<file path="src/rtl/disp_pkg.sv">
package disp_pkg;

  typedef struct packed {
    logic loadCmd;
    logic rejectCmd;
    logic issue;
    logic finish;
  } dispStrobes_t;

endpackage

</file>
<file path="src/rtl/disp_ctrl.sv">
module disp_ctrl
  import disp_pkg::*;
(
  input  logic         clk,
  input  logic         rstN,
  input  logic         launchValid,
  input  logic         cmdBad,
  input  logic         haveWork,
  input  logic         anyFit,
  input  logic         allRetired,
  output dispStrobes_t strobes,
  output logic         busy,
  output logic         gridDone
);

  typedef enum logic {ST_IDLE, ST_RUN} ctrlState_t;

  ctrlState_t state;
  ctrlState_t stateNext;

  always_comb begin
    strobes   = '0;
    stateNext = state;
    case (state)
      ST_IDLE: begin
        if (launchValid) begin
          if (cmdBad) begin
            strobes.rejectCmd = 1'b1;
          end else begin
            strobes.loadCmd = 1'b1;
            stateNext       = ST_RUN;
          end
        end
      end
      ST_RUN: begin
        strobes.issue = haveWork && anyFit;
        if (!haveWork && allRetired) begin
          strobes.finish = 1'b1;
          stateNext      = ST_IDLE;
        end
      end
      default: stateNext = ST_IDLE;
    endcase
  end

  always_ff @(posedge clk) begin
    if (!rstN) state <= ST_IDLE;
    else       state <= stateNext;
  end

  assign busy     = (state == ST_RUN);
  assign gridDone = strobes.finish;

  AST_DONE_PULSE: assert property (@(posedge clk) disable iff (!rstN)
    gridDone |=> !gridDone);
  AST_DONE_DROPS_BUSY: assert property (@(posedge clk) disable iff (!rstN)
    gridDone |=> !busy);
  AST_REJECT_IDLE: assert property (@(posedge clk) disable iff (!rstN)
    strobes.rejectCmd |=> !busy);
  AST_ISSUE_BUSY: assert property (@(posedge clk) disable iff (!rstN)
    strobes.issue |-> busy);

endmodule

</file>
<file path="src/rtl/disp_datapath.sv">
module disp_datapath
  import disp_pkg::*;
#(
  parameter int NUM_CORES   = 4,
  parameter int WARP_SIZE   = 32,
  parameter int MAX_WARPS   = 64,
  parameter int SHMEM_BYTES = 49152,
  parameter int THR_W       = 12,
  parameter int GRID_W      = 8,
  parameter int WARP_W      = 7,
  parameter int SMEM_W      = 16,
  parameter int CORE_W      = 2
) (
  input  logic                        clk,
  input  logic                        rstN,
  input  dispStrobes_t                strobes,
  input  logic [THR_W-1:0]            launchThreads,
  input  logic [SMEM_W-1:0]           launchShmem,
  input  logic [GRID_W-1:0]           launchGrid,
  input  logic [NUM_CORES-1:0]        doneValid,
  input  logic [NUM_CORES*WARP_W-1:0] doneWarps,
  input  logic [NUM_CORES*SMEM_W-1:0] doneShmem,
  output logic                        cmdBad,
  output logic                        haveWork,
  output logic                        anyFit,
  output logic                        allRetired,
  output logic [CORE_W-1:0]           dispCore,
  output logic [GRID_W-1:0]           dispBlockId,
  output logic                        errFlag
);

  localparam int WARP_SHIFT = $clog2(WARP_SIZE);
  localparam int NEED_W     = THR_W + 1;

  logic [NEED_W-1:0] needWarpsIn;
  logic [WARP_W-1:0] reqWarps;
  logic [SMEM_W-1:0] reqShmem;
  logic [GRID_W-1:0] gridSize;
  logic [GRID_W-1:0] nextId;
  logic [GRID_W-1:0] outstanding;
  logic [GRID_W-1:0] doneCount;

  logic [WARP_W-1:0] freeW     [NUM_CORES];
  logic [SMEM_W-1:0] freeS     [NUM_CORES];
  logic [WARP_W-1:0] freeWNext [NUM_CORES];
  logic [SMEM_W-1:0] freeSNext [NUM_CORES];
  logic [NUM_CORES-1:0] fitVec;

  // Launch screening: warps rounded up, then compared with one core's budget.
  assign needWarpsIn = ({1'b0, launchThreads} + NEED_W'(WARP_SIZE - 1)) >> WARP_SHIFT;
  assign cmdBad      = (launchThreads == '0)
                    || (needWarpsIn > NEED_W'(MAX_WARPS))
                    || (launchShmem > SMEM_W'(SHMEM_BYTES));

  always_ff @(posedge clk) begin
    if (!rstN) begin
      reqWarps <= '0;
      reqShmem <= '0;
      gridSize <= '0;
      errFlag  <= 1'b0;
    end else begin
      if (strobes.loadCmd) begin
        reqWarps <= needWarpsIn[WARP_W-1:0];
        reqShmem <= launchShmem;
        gridSize <= launchGrid;
        errFlag  <= 1'b0;
      end else if (strobes.rejectCmd) begin
        errFlag  <= 1'b1;
      end
    end
  end

  // Per-core fit detection.
  for (genvar g = 0; g < NUM_CORES; g++) begin : g_fit
    assign fitVec[g] = (freeW[g] >= reqWarps) && (freeS[g] >= reqShmem);

    AST_WARP_BOUND: assert property (@(posedge clk) disable iff (!rstN)
      freeW[g] <= WARP_W'(MAX_WARPS));
    AST_SHMEM_BOUND: assert property (@(posedge clk) disable iff (!rstN)
      freeS[g] <= SMEM_W'(SHMEM_BYTES));
    AST_ISSUE_CLAIMS: assert property (@(posedge clk) disable iff (!rstN)
      (strobes.issue && dispCore == CORE_W'(g) && !doneValid[g])
        |=> freeW[g] == $past(freeW[g]) - $past(reqWarps));
  end

  assign anyFit = |fitVec;

  // Lowest-numbered core with room wins.
  always_comb begin
    dispCore = '0;
    for (int c = NUM_CORES - 1; c >= 0; c--) begin
      if (fitVec[c]) dispCore = CORE_W'(c);
    end
  end

  // Budget update: claim on issue, refund on completion report.
  always_comb begin
    for (int c = 0; c < NUM_CORES; c++) begin
      freeWNext[c] = freeW[c];
      freeSNext[c] = freeS[c];
      if (strobes.issue && dispCore == CORE_W'(c)) begin
        freeWNext[c] = freeWNext[c] - reqWarps;
        freeSNext[c] = freeSNext[c] - reqShmem;
      end
      if (doneValid[c]) begin
        freeWNext[c] = freeWNext[c] + doneWarps[c*WARP_W +: WARP_W];
        freeSNext[c] = freeSNext[c] + doneShmem[c*SMEM_W +: SMEM_W];
      end
    end
  end

  always_ff @(posedge clk) begin
    for (int c = 0; c < NUM_CORES; c++) begin
      if (!rstN) begin
        freeW[c] <= WARP_W'(MAX_WARPS);
        freeS[c] <= SMEM_W'(SHMEM_BYTES);
      end else begin
        freeW[c] <= freeWNext[c];
        freeS[c] <= freeSNext[c];
      end
    end
  end

  // Grid progress and completion barrier.
  always_comb begin
    doneCount = '0;
    for (int c = 0; c < NUM_CORES; c++) begin
      doneCount = doneCount + GRID_W'(doneValid[c]);
    end
  end

  always_ff @(posedge clk) begin
    if (!rstN) begin
      nextId      <= '0;
      outstanding <= '0;
    end else begin
      if (strobes.loadCmd) begin
        nextId      <= '0;
        outstanding <= '0;
      end else begin
        if (strobes.issue) nextId <= nextId + 1'b1;
        outstanding <= outstanding + GRID_W'(strobes.issue) - doneCount;
      end
    end
  end

  assign haveWork    = (nextId != gridSize);
  assign allRetired  = (outstanding == '0);
  assign dispBlockId = nextId;

  AST_ID_STEP: assert property (@(posedge clk) disable iff (!rstN)
    (strobes.issue && $past(strobes.issue) && !$past(strobes.loadCmd))
      |-> dispBlockId == $past(dispBlockId) + 1'b1);
  AST_LOAD_FROM_ZERO: assert property (@(posedge clk) disable iff (!rstN)
    strobes.loadCmd |=> dispBlockId == '0);

endmodule

</file>
<file path="src/rtl/block_dispatcher.sv">
module block_dispatcher
  import disp_pkg::*;
#(
  parameter  int NUM_CORES   = 4,
  parameter  int WARP_SIZE   = 32,
  parameter  int MAX_WARPS   = 64,
  parameter  int SHMEM_BYTES = 49152,
  parameter  int THR_W       = 12,
  parameter  int GRID_W      = 8,
  localparam int WARP_W      = $clog2(MAX_WARPS + 1),
  localparam int SMEM_W      = $clog2(SHMEM_BYTES + 1),
  localparam int CORE_W      = (NUM_CORES > 1) ? $clog2(NUM_CORES) : 1
) (
  input  logic                        clk,
  input  logic                        rstN,
  input  logic                        launchValid,
  input  logic [THR_W-1:0]            launchThreads,
  input  logic [SMEM_W-1:0]           launchShmem,
  input  logic [GRID_W-1:0]           launchGrid,
  output logic                        busy,
  output logic                        launchError,
  input  logic [NUM_CORES-1:0]        doneValid,
  input  logic [NUM_CORES*WARP_W-1:0] doneWarps,
  input  logic [NUM_CORES*SMEM_W-1:0] doneShmem,
  output logic                        dispValid,
  output logic [CORE_W-1:0]           dispCore,
  output logic [GRID_W-1:0]           dispBlockId,
  output logic                        gridDone
);

  dispStrobes_t strobes;
  logic cmdBad;
  logic haveWork;
  logic anyFit;
  logic allRetired;

  disp_ctrl u_ctrl (
    .clk        (clk),
    .rstN       (rstN),
    .launchValid(launchValid),
    .cmdBad     (cmdBad),
    .haveWork   (haveWork),
    .anyFit     (anyFit),
    .allRetired (allRetired),
    .strobes    (strobes),
    .busy       (busy),
    .gridDone   (gridDone)
  );

  disp_datapath #(
    .NUM_CORES  (NUM_CORES),
    .WARP_SIZE  (WARP_SIZE),
    .MAX_WARPS  (MAX_WARPS),
    .SHMEM_BYTES(SHMEM_BYTES),
    .THR_W      (THR_W),
    .GRID_W     (GRID_W),
    .WARP_W     (WARP_W),
    .SMEM_W     (SMEM_W),
    .CORE_W     (CORE_W)
  ) u_dp (
    .clk          (clk),
    .rstN         (rstN),
    .strobes      (strobes),
    .launchThreads(launchThreads),
    .launchShmem  (launchShmem),
    .launchGrid   (launchGrid),
    .doneValid    (doneValid),
    .doneWarps    (doneWarps),
    .doneShmem    (doneShmem),
    .cmdBad       (cmdBad),
    .haveWork     (haveWork),
    .anyFit       (anyFit),
    .allRetired   (allRetired),
    .dispCore     (dispCore),
    .dispBlockId  (dispBlockId),
    .errFlag      (launchError)
  );

  assign dispValid = strobes.issue;

  AST_ONE_GRID_ONLY: assert property (@(posedge clk) disable iff (!rstN)
    (busy && launchValid && !gridDone) |=> busy);

endmodule

</file>
<file path="config.mk">
export PLATFORM = sky130hd
export DESIGN_NAME = block_dispatcher
export DESIGN_NICKNAME = d
export VERILOG_FILES = /design/src/rtl/disp_pkg.sv /design/src/rtl/disp_ctrl.sv /design/src/rtl/disp_datapath.sv /design/src/rtl/block_dispatcher.sv
export SDC_FILE = /design/constraint.sdc
export NUM_CORES = 1
export LEC_CHECK = 0
export BUFFER_PORTS_ARGS = -buffer_cell sky130_fd_sc_hd__buf_2
export CORE_MARGIN = 10
export CORE_UTILIZATION = 55
export CTS_BUF_LIST = sky130_fd_sc_hd__clkbuf_4
export DETAILED_ROUTE_END_ITERATION = 12
export PLACE_DENSITY = 0.75
export SLEW_MARGIN = 30
export SYNTH_ARGS = -nofsm -noshare
export SYNTH_HDL_FRONTEND = slang
export SYNTH_SLANG_ARGS = --single-unit
export TNS_END_PERCENT = 20
</file>
<file path="constraint.sdc">
create_clock -name clk -period 7 [get_ports clk]
set_clock_uncertainty 0.2 [all_clocks]
set_input_delay 0.35 -clock clk [delete_from_list [all_inputs] [get_ports clk]]
set_output_delay 0.35 -clock clk [all_outputs]
set_load 0.02 [all_outputs]
</file>
==> summary.md, run 1 <==
| Metric | Value |
|---|---|
| Status | `finished, final reports clean` |
| Leakage | `7.61 nW` |
| Mean Syn Cell Area | `8.22 um^2` |
| Setup Crit Path Kind | `register to register` |
| Largest net degree at the start of global routing | `73` |
| Synth top cells by count | `ha_1, nor2_1, dfxtp_1` |
| Post-route ant nets | `0` |
| Most common cell in the netlist | `ha_1` |
| Via Count | `13.0k` |
| Synth Area in XOR/XNOR | `about a tenth` |
| Tot GR Track Use | `between 20% and 30%` |
| Synth warn | `0` |
| RSZ-0062 raised after global routing | `false` |
| WHS Endpoint | `u_dp.freeW[0][4]$_SDFF_PN0_` |
| EDFF count, synth | `0` |
| Initial Util | `56.3%` |
| Cts repair resizes | `0` |
| Worst-Margin Slew | `around 0.85 ns` |
| Compound-Gate Fraction of Synth Area | `22.4%` |
| Global route overflow | `0` |
| Die height | `181 um` |
| Vias in the first global route | `12.9k` |
| Final TNS setup | `0 ns` |
| Period minus WS final | `between 6 and 7 ns` |
| CTS H-tree lvls | `4` |
| Area share of the largest cell type after synthesis | `between 10% and 20%` |
| CP required | `7.27 ns` |
| Cell area after synthesis | `14300 um^2` |
| Initial antenna violation count | `2` |
| Relative slew margins | `between 40% and 50%` |
| Reg2reg start | `u_dp.reqShmem[0]$_SDFFE_PN0P_` |
| WL final | `40300 um` |
| Vias per cell | `5.77` |
| Largest family of logic cells by synthesized area | `compound AO/OA/AOI/OAI gates` |
| DR pass1 iterations | `6` |
| DRT iter0 DRCs | `749` |
| First-pass GRT wire length | `64400 um` |
| DP Area | `15300 um^2` |
| Clk buf depth | `2` |
| Dominant cells by area after synthesis | `dfxtp_1, ha_1, xnor2_1` |
| Routed len/inst | `17.8 um` |
| TritonCTS Buffers | `17` |
| Mux cell area share after synthesis | `7.26%` |
| Max FO, Critical Path | `33` |
| Clock root buffer | `clkbuf_4` |
| Layout cells sized above 1 | `a little over an eighth` |
| Clock Sinks | `between 100 and 150` |
| I/O Buffers | `148` |
| VDD IR max | `0.158 mV` |
| Setup slack, reg-to-reg | `0.89 ns` |
| Die X | `181 um` |
| Synth Area in Adders | `approximately 20%` |
| Final-report hold violation count | `0` |
| Slew Limit Fails | `0` |
| Distinct cells, synth | `82` |
| Clock transition at path regs | `0.13 ns` |
| Fmax | `0.164 GHz` |
| Final instance area | `around 16000 um^2` |
| Share of the yosys chip area belonging to registers | `19.7%` |
| Postcts setup bufs | `0` |
| Post-synth top area cell | `dfxtp_1` |
| # DRC | `0` |
| Worst reg-to-reg path cell count | `21` |
| CTS tree | `yes` |
| DP HPWL | `about 30000 um` |
| Clock Latency Late Sink | `0.58 ns` |
| CP startpoint kind | `register` |
| Cts hold-fix bufs | `48` |
| Total power per unit cell area | `~260 nW/um^2` |
| Top_reg_cell synth | `dfxtp_1` |
| Critical Path AT | `6.39 ns` |
| Final net count | `2266` |
| Row count | `58` |
| Core footprint | `25400 um^2` |
| Synth Register Bits | `141` |
| R2r endpoint | `u_dp.freeS[0][30]$_SDFF_PN1_` |
| RD Place Congestion | `about 0.9` |
| Syn_nets | `~2.1k` |
| Area growth, synth to finish | `12.4%` |
| Die area | `approximately 33000 um^2` |
| Hold Path Cell Cnt | `5` |
| Period utilization | `87.3%` |
| Worst min path class | `input pin to register` |
| Post-Synth Simple-Gate Area | `15.5%` |
| Final Setup Violations | `0` |
| MaxCap Viol Count | `0` |
| I/O Pins | `149` |
| Async set-reset flop share out of synthesis | `0%` |
| Crit end category | `register` |
| Mapped Cells | `1741` |
| Hold Path Origin | `doneWarps[4]` |
registers in the layout, indices dropped and copies added (netlist names), 7 cells and up:
register / cells
u_dp.reqWarps: 7
u_dp.freeS: 64
u_dp.outstanding: 8
u_dp.dispBlockId: 8
u_dp.freeW: 28
u_dp.reqShmem: 16
u_dp.gridSize: 8
kinds of logic after synthesis:
family / count (synthesis)
buf+inv: 165
flops: 141
xor+xnor: 168
mux: 92
fa+ha+maj: 217
simple gates: 484
compound gates: 474
power breakdown:
part | switching (mW) | leakage, nW | total (mW) | internal (mW)
sequential | 0.0889 | 1.16 | 1.01 | 0.926
combinational | 1.37 | 6.28 | 2.49 | 1.12
clock | 0.337 | 0.163 | 0.620 | 0.283
worst max-delay path by stage:
stage	startpoint	to	slack (ns)	depth (start not counted)
after detailed placement	u_dp.reqShmem[0]$_SDFFE_PN0P_	u_dp.freeS[0][30]$_SDFF_PN1_	1.05	21
final	u_dp.reqShmem[0]$_SDFFE_PN0P_	u_dp.freeS[0][30]$_SDFF_PN1_	0.89	21
after CTS	u_dp.reqShmem[0]$_SDFFE_PN0P_	u_dp.freeS[0][30]$_SDFF_PN1_	0.99	21
after floorplan	u_dp.reqShmem[0]$_SDFFE_PN0P_	u_dp.freeS[0][30]$_SDFF_PN1_	1.89	21
after global placement	u_dp.reqShmem[0]$_SDFFE_PN0P_	u_dp.freeS[0][30]$_SDFF_PN1_	1.10	21
after global routing	u_dp.reqShmem[0]$_SDFFE_PN0P_	u_dp.freeS[0][30]$_SDFF_PN1_	0.52	21
layout by cell type (no fill, tap or decap), types with 12 or more instances in the layout:
cell type and instances:
a211oi_1 40, a21o_1 57, a21oi_1 133, a31oi_1 15, and3_1 13, buf_2 147
clkbuf_4 17, dfxtp_1 141, dlygate4sd3_1 48, fa_1 20, ha_1 197, inv_1 112
mux2_2 30, mux2_4 16, mux2i_1 46, nand2_1 132, nand2b_1 15, nand3_1 29
nand4_1 12, nor2_1 186, nor2b_1 16, nor3_1 25, o211a_1 17, o21a_1 21
o21ai_0 80, o21bai_1 17, xnor2_1 92, xor2_1 76
per-layer routing:
| metal | vias up | part of all wire, % | track usage [%] |
|---|---|---|---|
| met4 | 0 | 3.8 | 9.79 |
| met3 | 96 | 5.2 | 4.44 |
| li1 | 6580 | - | - |
| met2 | 356 | 47 | 39.9 |
| met5 | - | 0 | 0 |
| met1 | 6011 | 44 | 28.7 |
through the flow:
step	cells	power, mW	utilization (%)	hold slack (ns)	setup slack (ns)
floorplan	1741	2.95	-	0.254	1.89
global placement	2176	3.40	60.1	0.249	1.10
detailed placement	2177	3.45	60.1	0.267	1.05
CTS	2257	4.11	63.3	0.00146	0.986
global route	2261	4.46	63.3	0.0163	0.525
finish	2261	4.13	63.3	0.0317	0.886
worst max-delay path, cell delays in order (launching register included):
cell	delay, ns
dfxtp_1	0.49
ha_1	0.19
inv_1	0.06
fa_1	0.40
a21o_1	0.20
a21oi_1	0.15
o21bai_1	0.10
o31ai_1	0.23
a211o_1	0.31
nand2b_1	0.14
buf_4	0.30
mux2_2	0.42
fa_1	0.44
a21o_1	0.18
a21o_1	0.21
a2111oi_0	0.73
o21ai_0	0.27
o41a_1	0.39
a31oi_1	0.21
xor2_1	0.16
nand3_1	0.09
o31a_1	0.13
layout make-up:
type                       instances  area, um^2
fill                            2236        9320
inverter                         113         424
clock inverter                    15         194
timing repair buffer             206        1300
antenna                            4        10.0
multi-input combinational       1435       10800
tap                              330         413
clock buffer                      17         128
sequential                       141        2820
No activity file was read; power rests on OpenSTA's default activity.
==> run 2, diff against run 1 <==
--- a/config.mk
+++ b/config.mk
@@ -8,7 +8,6 @@
 export BUFFER_PORTS_ARGS = -buffer_cell sky130_fd_sc_hd__buf_2
 export CORE_MARGIN = 10
 export CORE_UTILIZATION = 55
-export CTS_BUF_LIST = sky130_fd_sc_hd__clkbuf_4
 export DETAILED_ROUTE_END_ITERATION = 12
 export PLACE_DENSITY = 0.75
 export SLEW_MARGIN = 30
==> summary.md, run 2 (synthesized netlist as in run 1, its figures left out) <==
| Metric | Value |
|---|---|
| Global route overflow | `0` |
| Core footprint | `25400 um^2` |
| Leakage | `7.60 nW` |
| Largest net degree at the start of global routing | `73` |
| WL final | `39800 um` |
| Multi-input gate area | `10800 um^2` |
| Final hold slack | `approximately 0.0089 ns` |
| MaxCap Viol Count | `0` |
| Status | `finished, final reports clean` |
| Reg2reg start | `u_dp.reqShmem[0]$_SDFFE_PN0P_` |
| RD Place Congestion | `0.918` |
| Area growth, synth to finish | `12.0%` |
| Period minus WS final | `6.16 ns` |
| Vias in the first global route | `between 10k and 15k` |
| Slew Limit Fails | `0` |
| Tot GR Track Use | `23.2%` |
| Setup Crit Path Kind | `register to register` |
| CP Cell Sequence | `ha_1 -> inv_1 -> fa_1 -> a21o_1 -> a21oi_1 -> o21bai_1 -> o31ai_1 -> a211o_1 -> nand2b_1 -> buf_4 -> mux2_2 -> fa_1 -> a21o_1 -> a21o_1 -> a2111oi_0 -> o21ai_0 -> o41a_1 -> a31oi_1 -> xor2_1 -> nand3_1 -> o31a_1` |
| Vias per cell | `~5.8` |
| Worst-Margin Slew | `around 0.83 ns` |
| DP HPWL | `30900 um` |
| Post-route ant nets | `0` |
| Setup slack, reg-to-reg | `0.84 ns` |
| Initial antenna violation count | `0` |
| CP Launch Point | `u_dp.reqShmem[0]$_SDFFE_PN0P_` |
| Initial Util | `56.3%` |
| Biggest register | `u_dp.freeS` |
| TritonCTS Buffers | `17` |
| Final Setup Violations | `0` |
| Period utilization | `88.0%` |
| Postcts setup bufs | `0` |
| Worst min path class | `input pin to register` |
| Crit end category | `register` |
| CTS tree | `yes` |
| R2r endpoint | `u_dp.freeS[0][30]$_SDFF_PN1_` |
| Clock transition at path regs | `0.06 ns` |
| Most common cell after layout, fill and taps aside | `ha_1` |
| Antenna diodes | `0` |
| DR pass1 iterations | `5` |
| Routed len/inst | `17.9 um` |
| I/O Pins | `roughly 150` |
| Crit path depth | `21` |
| Max FO, Critical Path | `33` |
| Final instance area | `roughly 16000 um^2` |
| Worst reg-to-reg path cell count | `21` |
| VDD IR max | `0.159 mV` |
| Most frequent CP cell | `a21o_1` |
| Critical Path AT | `between 6 and 7 ns` |
| DRT iter0 DRCs | `761` |
| Most frequent cells in the layout | `ha_1, nor2_1, buf_2, dfxtp_1, a21oi_1` |
| Via Count | `~13k` |
| DP Area | `15300 um^2` |
| First-pass GRT wire length | `between 60000 and 70000 um` |
| CTS H-tree lvls | `4` |
| RSZ-0062 raised after global routing | `false` |
| WP buf/inv | `2` |
| Slowest stage cell, crit path | `a2111oi_0` |
| Non-Filler Instances | `2218` |
| CP Capture Point | `u_dp.freeS[0][30]$_SDFF_PN1_` |
| Top Registers | `u_dp.freeS x64, u_dp.freeW x28, u_dp.reqShmem x16` |
| FILL cells | `2233` |
| # DRC | `0` |
| Crit path max-delay family | `compound AO/OA/AOI/OAI gates` |
| Fmax | `~0.16 GHz` |
| I/O Buffers | `approximately 150` |
| Die height | `181 um` |
| CP startpoint kind | `register` |
| Clock Sinks | `roughly 140` |
| Clock root buffer | `clkbuf_16` |
| Relative slew margins | `44.4%` |
| Final TNS setup | `0 ns` |
| Total power per unit cell area | `282 nW/um^2` |
| Final net count | `2227` |
| Final Util | `approximately 63%` |
| Clk buf depth | `2` |
| Final-report hold violation count | `0` |
| Layout cells sized above 1 | `14.1%` |
| Clock Latency Late Sink | `~0.43 ns` |
| Cell Count Post-Placement | `2177` |
| Largest register FFs | `between 60 and 70` |
| CP max stage delay | `0.73 ns` |
| Reg area | `2820 um^2` |
| Die X | `around 180 um` |
| Row count | `58` |
| CP required | `around 7.1 ns` |
| Die area | `32900 um^2` |
[run 2: changes by cell type in the layout (fill, tap and decap cells not counted)]
cell / delta
clkbuf_4: -17
dlygate4sd3_1: -39
diode_2: -4
clkbuf_16: +17
clkbuf_8: +4
clkinv_1: -4
[run 2: per-stage QoR]
| stage | setup slack [ns] | power (mW) |
|---|---|---|
| after CTS | 0.973 | 4.50 |
| after floorplan | 1.89 | 2.95 |
| final | 0.837 | 4.52 |
| after detailed placement | 1.05 | 3.45 |
| after global routing | 0.514 | 4.85 |
| after global placement | 1.10 | 3.40 |
[run 2: worst reg2reg max path, stage by stage, from the launching register on]
cell and delay, ns:
dfxtp_1 0.50, ha_1 0.21, inv_1 0.06, fa_1 0.40
a21o_1 0.20, a21oi_1 0.15, o21bai_1 0.10, o31ai_1 0.23
a211o_1 0.31, nand2b_1 0.14, buf_4 0.30, mux2_2 0.43
fa_1 0.44, a21o_1 0.18, a21o_1 0.21, a2111oi_0 0.73
o21ai_0 0.27, o41a_1 0.39, a31oi_1 0.21, xor2_1 0.16
nand3_1 0.09, o31a_1 0.13
[run 2: where the power goes]
part | leakage, nW | total, mW | switching, mW | internal [mW]
Clock | 0.317 | 1.02 | 0.384 | 0.640
Sequential | 1.16 | 1.01 | 0.0878 | 0.927
Combinational | 6.12 | 2.48 | 1.37 | 1.11
[run 2: cell type report]
class / count / share of cell area [%]
Sequential cell: 141 / 17.6
Timing Repair Buffer: 167 / 5.67
Inverter: 113 / 2.65
Clock buffer: 21 / 3.00
Tap cell: 330 / 2.58
Clock inverter: 11 / 1.12
Multi-Input combinational cell: 1435 / 67.4
[run 2: worst min-delay path by stage]
stage                                             start                             to  slack, ns  cells past startpoint
after CTS                                launchShmem[6]  u_dp.reqShmem[6]$_SDFFE_PN0P_      0.002                      3
after global placement        u_dp.errFlag$_SDFFE_PP0P_      u_dp.errFlag$_SDFFE_PP0P_       0.25                      2
final                                    launchShmem[4]  u_dp.reqShmem[4]$_SDFFE_PN0P_      0.009                      3
after floorplan           u_dp.reqWarps[4]$_SDFFE_PN0P_  u_dp.reqWarps[4]$_SDFFE_PN0P_       0.25                      2
after global routing                     launchShmem[6]  u_dp.reqShmem[6]$_SDFFE_PN0P_       0.02                      3
after detailed placement      u_dp.errFlag$_SDFFE_PP0P_      u_dp.errFlag$_SDFFE_PP0P_       0.27                      2
[run 2: repair_timing]
item | in CTS | in global routing
gates resized for setup | 0 | 0
hold buffers | 9 | 0
endpoints found under the hold margin | 9 | 0
[run 2: metal layers]
| layer | vias up | share of wire (%) | GRT usage [%] |
|---|---|---|---|
| met1 | 5935 | 45 | 29.1 |
| met2 | 327 | 47 | 39.3 |
| met3 | 73 | 4.8 | 3.50 |
| met5 | - | 0 | 0 |
| li1 | 6502 | - | - |
| met4 | 0 | 3.4 | 9.01 |
==> run 3, diff against run 2 <==
--- a/config.mk
+++ b/config.mk
@@ -6,9 +6,9 @@
 export NUM_CORES = 1
 export LEC_CHECK = 0
 export BUFFER_PORTS_ARGS = -buffer_cell sky130_fd_sc_hd__buf_2
-export CORE_MARGIN = 10
 export CORE_UTILIZATION = 55
 export DETAILED_ROUTE_END_ITERATION = 12
+export GPL_TIMING_DRIVEN = 0
 export PLACE_DENSITY = 0.75
 export SLEW_MARGIN = 30
 export SYNTH_ARGS = -nofsm -noshare
==> constraint.sdc (replaced) <==
create_clock -name clk -period 7 [get_ports clk]
set_clock_uncertainty 0.2 [all_clocks]
set_input_delay 0.35 -clock clk [delete_from_list [all_inputs] [get_ports clk]]
set_output_delay 0.35 -clock clk [all_outputs]
set_load 0.005 [all_outputs]
==> summary.md, run 3 (synthesized netlist as in run 1, its figures left out) <==
| Metric | Value |
|---|---|
| Largest net degree at the start of global routing | `17` |
| CP startpoint kind | `register` |
| Die area | `26700 um^2` |
| Crit end category | `register` |
| Vias per cell | `5.94` |
| CP max stage delay | `0.66 ns` |
| Postcts setup bufs | `0` |
| Die height | `between 150 and 200 um` |
| Clock root buffer | `clkbuf_16` |
| Top Registers | `u_dp.freeS x64, u_dp.freeW x28, u_dp.reqShmem x16` |
| Setup Crit Path Kind | `register to register` |
| I/O Buffers | `147` |
| RSZ-0062 raised after global routing | `false` |
| Global route overflow | `0` |
| Reg area | `2820 um^2` |
| Final TNS setup | `0 ns` |
| Via Count | `13.5k` |
| Routed len/inst | `18.3 um` |
| VDD IR max | `0.209 mV` |
| I/O Pins | `between 100 and 150` |
| Most frequent CP cell | `a21o_1` |
| Tot GR Track Use | `31.5%` |
| Vias in the first global route | `13.2k` |
| Cts repair resizes | `0` |
| Multi-input gate area | `10800 um^2` |
| Clock Sinks | `141` |
| Crit path max-delay family | `compound AO/OA/AOI/OAI gates` |
| Final net count | `2280` |
| FILL cells | `roughly 2.2k` |
| CTS tree | `yes` |
| Slew Limit Fails | `0` |
| Clk buf depth | `2` |
| Largest register FFs | `64` |
| Period utilization | `91.4%` |
| DRT iter0 DRCs | `between 800 and 900` |
| Fmax | `0.156 GHz` |
| Most common cell after layout, fill and taps aside | `ha_1` |
| Initial Util | `56.5%` |
| WP buf/inv | `3` |
| DP HPWL | `31600 um` |
| Final Setup Violations | `0` |
| Critical Path AT | `6.52 ns` |
| TritonCTS Buffers | `17` |
| Post-route ant nets | `0` |
| CTS H-tree lvls | `4` |
| First-pass GRT wire length | `around 66000 um` |
| MaxCap Viol Count | `0` |
| Clock transition at path regs | `0.06 ns` |
| DR pass1 iterations | `7` |
| Biggest register | `u_dp.freeS` |
| CP Cell Sequence | `ha_1 -> inv_1 -> fa_1 -> a21o_1 -> a21oi_1 -> o21bai_1 -> o31ai_1 -> a211o_1 -> nand2b_1 -> clkbuf_1 -> buf_2 -> nand2_1 -> o21ai_0 -> ha_1 -> a21o_1 -> a21o_1 -> a2111oi_0 -> o21ai_0 -> o41a_1 -> a31oi_1 -> xor2_1 -> nand3_1 -> o31a_1` |
| Most frequent cells in the layout | `ha_1, nor2_1, buf_2, dfxtp_1, a21oi_1` |
| Slowest stage cell, crit path | `a2111oi_0` |
| # DRC | `0` |
| Area growth, synth to finish | `14.3%` |
| Worst min path class | `input pin to register` |
| RD Place Congestion | `~0.93` |
| Leakage | `7.71 nW` |
| Status | `finished, final reports clean` |
| Worst-Margin Slew | `just over 1 ns` |
| Final-report hold violation count | `0` |
| Layout cells sized above 1 | `13.9%` |
| Die X | `~160 um` |
| Final hold slack | `0.0142 ns` |
| Clock Latency Late Sink | `0.44 ns` |
| Max FO, Critical Path | `10` |
| Relative slew margins | `32.3%` |
| Core footprint | `25300 um^2` |
| WL final | `41700 um` |
| Total power per unit cell area | `279 nW/um^2` |
| CP required | `approximately 7.1 ns` |
| Initial antenna violation count | `2` |
| Row count | `58` |
| Period minus WS final | `6.40 ns` |
==> run 3: worst paths after layout <==
kind                                 startpoint  slack (ns)                              to  cells after the start
setup / recovery  u_dp.reqShmem[0]$_SDFFE_PN0P_        0.60    u_dp.freeS[0][30]$_SDFF_PN1_                     23
hold / removal                  launchShmem[10]        0.01  u_dp.reqShmem[10]$_SDFFE_PN0P_                      3
setup reg to reg  u_dp.reqShmem[0]$_SDFFE_PN0P_        0.60    u_dp.freeS[0][30]$_SDFF_PN1_                     23
hold reg to reg   u_dp.reqShmem[8]$_SDFFE_PN0P_        0.30   u_dp.reqShmem[8]$_SDFFE_PN0P_                      2
==> run 3: final cells by class <==
cell class	instances	area share, %
Multi-Input combinational cell	1435	66.0
Sequential cell	141	17.3
Timing Repair Buffer	168	5.79
Clock buffer	21	2.82
Inverter	113	2.60
Tap cell	330	2.53
Buffer	52	1.61
Clock inverter	11	1.30
Antenna cell	3	0.0459
==> run 3: metrics by stage <==
step | instance area (um^2) | util, % | setup slack, ns | total power [mW] | std cells
after floorplan | 14300 | - | 1.89 | 2.94 | 1741
after global placement | 15500 | 61.0 | 0.678 | 3.36 | 2218
after detailed placement | 15500 | 61.0 | 0.727 | 3.44 | 2218
after CTS | 16300 | 64.5 | 0.644 | 4.53 | 2271
after global routing | 16300 | 64.5 | 0.154 | 4.90 | 2272
final | 16300 | 64.5 | 0.603 | 4.56 | 2274
==> run 3: where the power goes <==
| part | switching [mW] | internal (mW) | total [mW] |
|---|---|---|---|
| Sequential | 0.0775 | 0.927 | 1.00 |
| Combinational | 1.38 | 1.12 | 2.49 |
| Clock | 0.375 | 0.686 | 1.06 |
| Total | 1.83 | 2.73 | 4.56 |
==> run 3: worst register-to-register path: stages (launching register included) <==
cell,delay [ns]
dfxtp_1,0.62
ha_1,0.24
inv_1,0.06
fa_1,0.41
a21o_1,0.21
a21oi_1,0.18
o21bai_1,0.11
o31ai_1,0.21
a211o_1,0.36
nand2b_1,0.15
clkbuf_1,0.25
buf_2,0.34
nand2_1,0.08
o21ai_0,0.13
ha_1,0.34
a21o_1,0.20
a21o_1,0.21
a2111oi_0,0.66
o21ai_0,0.28
o41a_1,0.40
a31oi_1,0.23
xor2_1,0.17
nand3_1,0.09
o31a_1,0.14
==> run 3: routing by layer <==
metal / up-vias / global-route usage [%] / wire length (um)
li1: 6615 / - / -
met1: 6320 / 38.5 / 17700
met2: 463 / 53.2 / 19600
met3: 118 / 4.60 / 2340
met4: 0 / 16.5 / 2020
met5: - / 0 / 0
==> run 3: what timing repair did <==
item / 4_1_cts / 5_1_grt
endpoints found under the setup margin: 0 / 0
hold buffers: 21 / 0
hold endpoints to repair: 21 / 0
